===== config.mk =====
export PLATFORM = sky130hd
export DESIGN_NAME = intlog_writer
export DESIGN_NICKNAME = d
export VERILOG_FILES = /design/src/rtl/intlog_pkg.sv /design/src/rtl/intlog_ring_ptr.sv /design/src/rtl/intlog_irq_gen.sv /design/src/rtl/intlog_writer.sv
export SDC_FILE = /design/constraint.sdc
export NUM_CORES = 1
export LEC_CHECK = 0
export ABC_AREA = 1
export BUFFER_PORTS_ARGS = -buffer_cell sky130_fd_sc_hd__buf_2
export CORE_MARGIN = 2
export CORE_UTILIZATION = 40
export CTS_CLUSTER_SIZE = 16
export DETAILED_ROUTE_END_ITERATION = 6
export GPL_TIMING_DRIVEN = 0
export PLACE_DENSITY = 0.75
export SYNTH_ARGS = -nofsm -noshare
export SYNTH_HDL_FRONTEND = slang
export SYNTH_SLANG_ARGS = --single-unit

===== constraint.sdc =====
create_clock -name clk -period 2.8 [get_ports clk]
set_input_delay 0.7 -clock clk [delete_from_list [all_inputs] [get_ports clk]]
set_output_delay 0.7 -clock clk [all_outputs]
set_load 0.005 [all_outputs]

===== src/rtl/intlog_pkg.sv =====
package intlog_pkg;
  typedef enum logic [1:0] {
    ST_IDLE  = 2'd0,
    ST_WR_ID = 2'd1,
    ST_WR_AD = 2'd2
  } wr_state_t;
endpackage


===== src/rtl/intlog_ring_ptr.sv =====
module intlog_ring_ptr #(
  parameter int ADDR_W   = 15,
  parameter int LOG_BASE = 'h40,
  parameter int ENTRIES  = 16
) (
  input  logic              clk,
  input  logic              rst,
  input  logic              adv,
  input  logic              commit,
  input  logic [ADDR_W-1:0] commit_addr,
  output logic [ADDR_W-1:0] next_addr,
  output logic [ADDR_W-1:0] log_ptr
);
  localparam int IDX_W = (ENTRIES > 1) ? $clog2(ENTRIES) : 1;
  localparam logic [IDX_W-1:0] LAST_IDX = IDX_W'(ENTRIES - 1);
  localparam logic [ADDR_W-1:0] LAST_SLOT = ADDR_W'(LOG_BASE + 2 * (ENTRIES - 1));

  logic [IDX_W-1:0] idx_q;

  assign next_addr = ADDR_W'(LOG_BASE) + ADDR_W'({idx_q, 1'b0});

  always_ff @(posedge clk) begin
    if (rst) begin
      idx_q   <= '0;
      log_ptr <= LAST_SLOT;
    end else begin
      if (adv) begin
        if (idx_q == LAST_IDX) idx_q <= '0;
        else                   idx_q <= idx_q + 1'b1;
      end
      if (commit) log_ptr <= commit_addr;
    end
  end

  // the visible pointer always names an even slot inside the ring
  a_r7_ptr_in_ring: assert property (@(posedge clk) disable iff (rst)
    (log_ptr >= ADDR_W'(LOG_BASE)) && (log_ptr <= LAST_SLOT) && !log_ptr[0]);

  // an advance from the last slot wraps to the base
  a_r7_wrap: assert property (@(posedge clk) disable iff (rst)
    adv && (next_addr == LAST_SLOT) |=> next_addr == ADDR_W'(LOG_BASE));
endmodule


===== src/rtl/intlog_irq_gen.sv =====
module intlog_irq_gen #(
  parameter int PULSE_LEN = 4
) (
  input  logic clk,
  input  logic rst,
  input  logic fire,
  input  logic level_mode,
  input  logic ack,
  output logic irq_o
);
  localparam int CNT_W = $clog2(PULSE_LEN + 1);

  logic [CNT_W-1:0] cnt_q;

  always_ff @(posedge clk) begin
    if (rst) begin
      irq_o <= 1'b0;
      cnt_q <= '0;
    end else if (level_mode) begin
      cnt_q <= '0;
      if (fire)     irq_o <= 1'b1;
      else if (ack) irq_o <= 1'b0;
    end else begin
      if (fire) begin
        irq_o <= 1'b1;
        cnt_q <= CNT_W'(PULSE_LEN);
      end else if (cnt_q > CNT_W'(1)) begin
        cnt_q <= cnt_q - 1'b1;
      end else begin
        irq_o <= 1'b0;
        cnt_q <= '0;
      end
    end
  end

  // a level interrupt is held until acknowledged
  a_r9_level_hold: assert property (@(posedge clk) disable iff (rst)
    level_mode && irq_o && !ack |=> irq_o);

  // the pulse counter never exceeds the programmed length
  a_r10_pulse_bound: assert property (@(posedge clk) disable iff (rst)
    !level_mode |-> cnt_q <= CNT_W'(PULSE_LEN));

  // in pulse mode the pin is high only while the counter runs
  a_r10_pulse_cnt: assert property (@(posedge clk) disable iff (rst)
    !level_mode && !fire && irq_o |=> (irq_o == ($past(cnt_q) > CNT_W'(1))));
endmodule


===== src/rtl/intlog_writer.sv =====
module intlog_writer #(
  parameter int ADDR_W    = 15,
  parameter int DATA_W    = 16,
  parameter int LOG_BASE  = 'h40,
  parameter int ENTRIES   = 16,
  parameter int PULSE_LEN = 4
) (
  input  logic              clk,
  input  logic              rst,
  input  logic              evt_valid,
  input  logic [DATA_W-1:0] evt_cause,
  input  logic [DATA_W-1:0] evt_addr,
  input  logic [DATA_W-1:0] cause_en,
  input  logic              irq_level_mode,
  input  logic              irq_ack,
  output logic              ram_we,
  output logic [ADDR_W-1:0] ram_addr,
  output logic [DATA_W-1:0] ram_wdata,
  output logic [ADDR_W-1:0] log_ptr,
  output logic              irq_o
);
  import intlog_pkg::*;

  localparam logic [ADDR_W-1:0] RING_LO = ADDR_W'(LOG_BASE);
  localparam logic [ADDR_W-1:0] RING_HI = ADDR_W'(LOG_BASE + 2 * ENTRIES - 1);

  wr_state_t         state_q;
  logic [DATA_W-1:0] masked;
  logic [DATA_W-1:0] addr_word_q;
  logic              accept;
  logic              commit;
  logic [ADDR_W-1:0] next_addr;
  logic [ADDR_W-1:0] commit_addr;

  assign masked      = evt_cause & cause_en;
  assign accept      = (state_q == ST_IDLE) && evt_valid && (|masked);
  assign commit      = (state_q == ST_WR_AD);
  assign commit_addr = ram_addr - ADDR_W'(1);

  intlog_ring_ptr #(
    .ADDR_W  (ADDR_W),
    .LOG_BASE(LOG_BASE),
    .ENTRIES (ENTRIES)
  ) ptr_i (
    .clk        (clk),
    .rst        (rst),
    .adv        (accept),
    .commit     (commit),
    .commit_addr(commit_addr),
    .next_addr  (next_addr),
    .log_ptr    (log_ptr)
  );

  intlog_irq_gen #(
    .PULSE_LEN(PULSE_LEN)
  ) irq_i (
    .clk       (clk),
    .rst       (rst),
    .fire      (commit),
    .level_mode(irq_level_mode),
    .ack       (irq_ack),
    .irq_o     (irq_o)
  );

  always_ff @(posedge clk) begin
    if (rst) begin
      state_q     <= ST_IDLE;
      ram_we      <= 1'b0;
      ram_addr    <= RING_LO;
      ram_wdata   <= '0;
      addr_word_q <= '0;
    end else begin
      case (state_q)
        ST_IDLE: begin
          if (accept) begin
            state_q     <= ST_WR_ID;
            ram_we      <= 1'b1;
            ram_addr    <= next_addr;
            ram_wdata   <= masked;
            addr_word_q <= evt_addr;
          end
        end
        ST_WR_ID: begin
          state_q   <= ST_WR_AD;
          ram_addr  <= ram_addr + ADDR_W'(1);
          ram_wdata <= addr_word_q;
        end
        ST_WR_AD: begin
          state_q <= ST_IDLE;
          ram_we  <= 1'b0;
        end
        default: begin
          state_q <= ST_IDLE;
          ram_we  <= 1'b0;
        end
      endcase
    end
  end

  // identification words are never empty
  a_r2_id_nonzero: assert property (@(posedge clk) disable iff (rst)
    ram_we && !ram_addr[0] |-> ram_wdata != '0);

  // the address word follows the identification word one address up
  a_r5_addr_follows: assert property (@(posedge clk) disable iff (rst)
    ram_we && !ram_addr[0] |=> ram_we && (ram_addr == $past(ram_addr) + ADDR_W'(1)));

  // the pointer names the entry whose address word was just written
  a_r6_ptr_after_pair: assert property (@(posedge clk) disable iff (rst)
    $fell(ram_we) |-> log_ptr == $past(ram_addr) - ADDR_W'(1));

  // writes stay inside the ring
  a_r7_write_in_ring: assert property (@(posedge clk) disable iff (rst)
    ram_we |-> (ram_addr >= RING_LO) && (ram_addr <= RING_HI));

  // an entry never takes more than two write cycles
  a_r8_two_writes: assert property (@(posedge clk) disable iff (rst)
    ram_we && ram_addr[0] |=> !ram_we);
endmodule


==> out/metrics.csv <==
metric;value;unit
vias per inst;5.00;
CP Data Arrival Time;1930;ps
Setup CP Type;in -> reg;
die width;99.3;µm
Die Ht;99.3;µm
cts hold-fix bufs;0;
Rows;34;
total CTS buffers;9;
CTS tree;built;
Final Max Tran Viols;0;
top area cells in the synthesized netlist;dfxtp_1 (40%), nand2_1 (11%), nor2_1 (8.4%), o21ai_0 (7.2%), nand3_1 (4.3%);
Final setup viols;0;
Post-Place Cell Area;4270;µm²
GRT Overall Usage;20.1;%
fin crit period;1720;ps
fin crit share;61.3;%
fraction of layout cells with a size suffix above 1;25.7;%
WL final;9.63;mm
CTS Buffer Depth;2;
Starting Density;41.5;%
cell taking the most area after synthesis;dfxtp_1;
Layout Nets;684;
HPWL after DPL;7.48;mm
combinational share of power;15.1;%
routability cong.;0.890;
synthesized flop and latch total;73;
initial antenna violation count;0;
post-route setup TNS;0;ps
worst skew pair latency;350;ps
IO Port Bufs;100;
Remaining Overflow, GRT;0;
worst r2r src;ram_addr[0]$_SDFFE_PP0P_;
FMAX;0.583;GHz
core area;8760;µm²
total number of vias;3688;
hold path endpoint;irq_i.cnt_q[0]$_SDFF_PP0_;
type of origin of the critical path;input port;
die footprint;9870;µm²
switching share of power;27.2;%
largest net degree at the start of global routing;12;
DRC violations left;0;
vias in the first global route;3498;
antenna cells;0;
Synth warnings;0;
share of power burned in registers;48.7;%
pwr dens;518;nW/µm²
Unique masters post-synth;33;
cts repair resizes;0;
endpoint class of the critical path;flop;
synthesis-to-layout area growth;22.8;%
postcts setup bufs;0;
worst r2r path cells;10;
Core Util, Final;51.0;%
FF-to-FF End;ram_addr[12]$_SDFFE_PP0P_;
WHS Path Cells;1;
Clk pwr share;36.2;%
RSZ-0062 raised after global routing;false;
post-route design area;4470;µm²
Routed Antenna Nets;0;
DR iter-0 viols;188;
status;complete, no violations;
Hold Fails Final Rpt;0;
H-Tree Depth;3;
sequential share of the synthesized area;40.2;%
max-capacitance violation count;0;
Critical Path Fanout Max;10;
syn_nets;573;
reg-to-reg slack, setup;1120;ps
worst-margin pin slew;606;ps
Reg clk slew, reported paths;70;ps
maximum vdd drop;0.222;mV
Slew headroom;59.6;%
Yosys top cell area share;40.2;%
1st-pass router iterations;5;
syn_area_per_cell;7.06;µm²
Hold Path Class;reg -> reg;
DR WL/cell;13.1;µm
Pleak;2.03;nW
data required time of the worst path;3020;ps
net switching power;0.630;mW
Layout Skew;4.72;ps
I/O Pins;101;
first-pass GRT wire length;16.0;mm
clk root buf;clkbuf_8;
P_int;1.68;mW
# clock sinks;73;
Post-Syn Instances;515;
HP Start;irq_i.cnt_q[0]$_SDFF_PP0_;
Synth Cell Area;3640;µm²
-- cells in the final DEF (no fill, tap or decap), drive strengths merged --
| cell | count |
|---|---|
| nand2 | 115 |
| buf | 115 |
| nor2 | 81 |
| dfxtp | 73 |
| o21ai | 62 |
| nand3 | 42 |
| inv | 39 |
| a21oi | 39 |
| clkbuf | 21 |
| xor2 | 11 |
| nor3 | 8 |
| nand4 | 5 |
| ha | 5 |
| a31oi | 4 |
| clkinv | 3 |
| nor3b | 1 |
| a211oi | 1 |
| nor4 | 1 |
| o211ai | 1 |
| o31ai | 1 |
| a21boi | 1 |
| bufinv | 1 |
-- worst max-delay path: stages --
cell,delay (ps)
buf_2,100
nand2_1,130
nand2_1,80
nor2_1,100
nand2_1,80
o21ai_2,220
nand2_2,170
buf_4,220
nand2_1,80
a21oi_2,50
-- worst max path at each step --
stage                     slack (ps)                startpoint  cells after the start                         end
after global routing             910  ram_addr[0]$_SDFFE_PP0P_                     10   ram_addr[12]$_SDFFE_PP0P_
final                           1080              evt_cause[2]                     10   ram_wdata[8]$_SDFFE_PP0P_
after detailed placement         730              evt_cause[2]                     10   ram_wdata[9]$_SDFFE_PP0P_
after CTS                       1100              evt_cause[2]                     10   ram_wdata[9]$_SDFFE_PP0P_
after floorplan                 1070              evt_cause[3]                      9  ram_wdata[10]$_SDFFE_PP0P_
after global placement           750              evt_cause[4]                     10   ram_wdata[9]$_SDFFE_PP0P_
-- power groups by stage --
stage	sequential [mW]	clock (mW)	combinational (mW)
after floorplan	1.15	0	0.219
final	1.13	0.838	0.348
after CTS	1.13	0.844	0.349
after global routing	1.13	0.885	0.395
after detailed placement	1.15	0	0.348
after global placement	1.15	0	0.342
-- cell usage after synthesis --
| library cell | n |
|---|---|
| nand2_1 | 109 |
| nor2_1 | 81 |
| dfxtp_1 | 73 |
| o21ai_0 | 52 |
| inv_1 | 38 |
| nand3_1 | 31 |
| a21oi_1 | 27 |
| a21oi_2 | 12 |
| nand3_2 | 11 |
| xor2_1 | 11 |
| buf_2 | 9 |
| o21ai_1 | 9 |
| clkbuf_1 | 8 |
| nor3_1 | 7 |
| nand2_2 | 6 |
| ha_1 | 5 |
| nand4_1 | 5 |
| a31oi_1 | 4 |
| buf_6 | 3 |
| a211oi_1 | 1 |
| a21boi_0 | 1 |
| buf_1 | 1 |
| buf_12 | 1 |
| buf_4 | 1 |
| clkbuf_2 | 1 |
| clkinv_1 | 1 |
| inv_2 | 1 |
| nor3_2 | 1 |
| nor3b_2 | 1 |
| nor4_1 | 1 |
| o211ai_1 | 1 |
| o21ai_2 | 1 |
| o31ai_1 | 1 |
-- state kept, by name (all words and copies together), names as in the netlist --
name	flops
addr_word_q	16
irq_i.cnt_q	3
irq_i.irq_o	1
ptr_i.idx_q	4
ptr_i.log_ptr	15
ram_addr	15
ram_wdata	16
ram_we	1
state_q	2
-- area by class of cell --
type | instances | area, µm²
tap | 108 | 135
clock buffer | 12 | 155
buffer | 24 | 145
multi-input combinational | 378 | 1880
sequential | 73 | 1460
clock inverter | 3 | 40.0
inverter | 40 | 150
fill | 889 | 4300
timing repair buffer | 100 | 500
-- through the flow --
step	power [mW]	worst slack (ps)	hold slack, ps	cells
finish	2.31	1080	453	738
global route	2.41	908	489	738
CTS	2.32	1100	464	738
detailed placement	1.50	729	453	723
global placement	1.49	747	428	723
floorplan	1.37	1070	417	515
-- logic make-up (layout without fill, tap and decap cells) --
| group | Yosys count | after routing | share of synthesized area, % |
|---|---|---|---|
| AO/OA/AOI/OAI | 109 | 109 | 16.8 |
| XOR/XNOR | 11 | 11 | 2.65 |
| adder cells (fa/ha/maj) | 5 | 5 | 1.72 |
| buffers and inverters | 64 | 179 | 8.12 |
| flip-flops | 73 | 73 | 40.2 |
| AND/OR/NAND/NOR | 253 | 253 | 30.6 |
-- per-layer routing --
metal  share of wire (%)  vias up  GRT usage (%)
li1                    -     1906              -
met1                  44     1621           25.1
met2                  47      149           34.8
met3                 7.8       12           3.30
met4                 1.4        0           7.38
met5                   0        -              0
(Power assumes the default switching activity.)
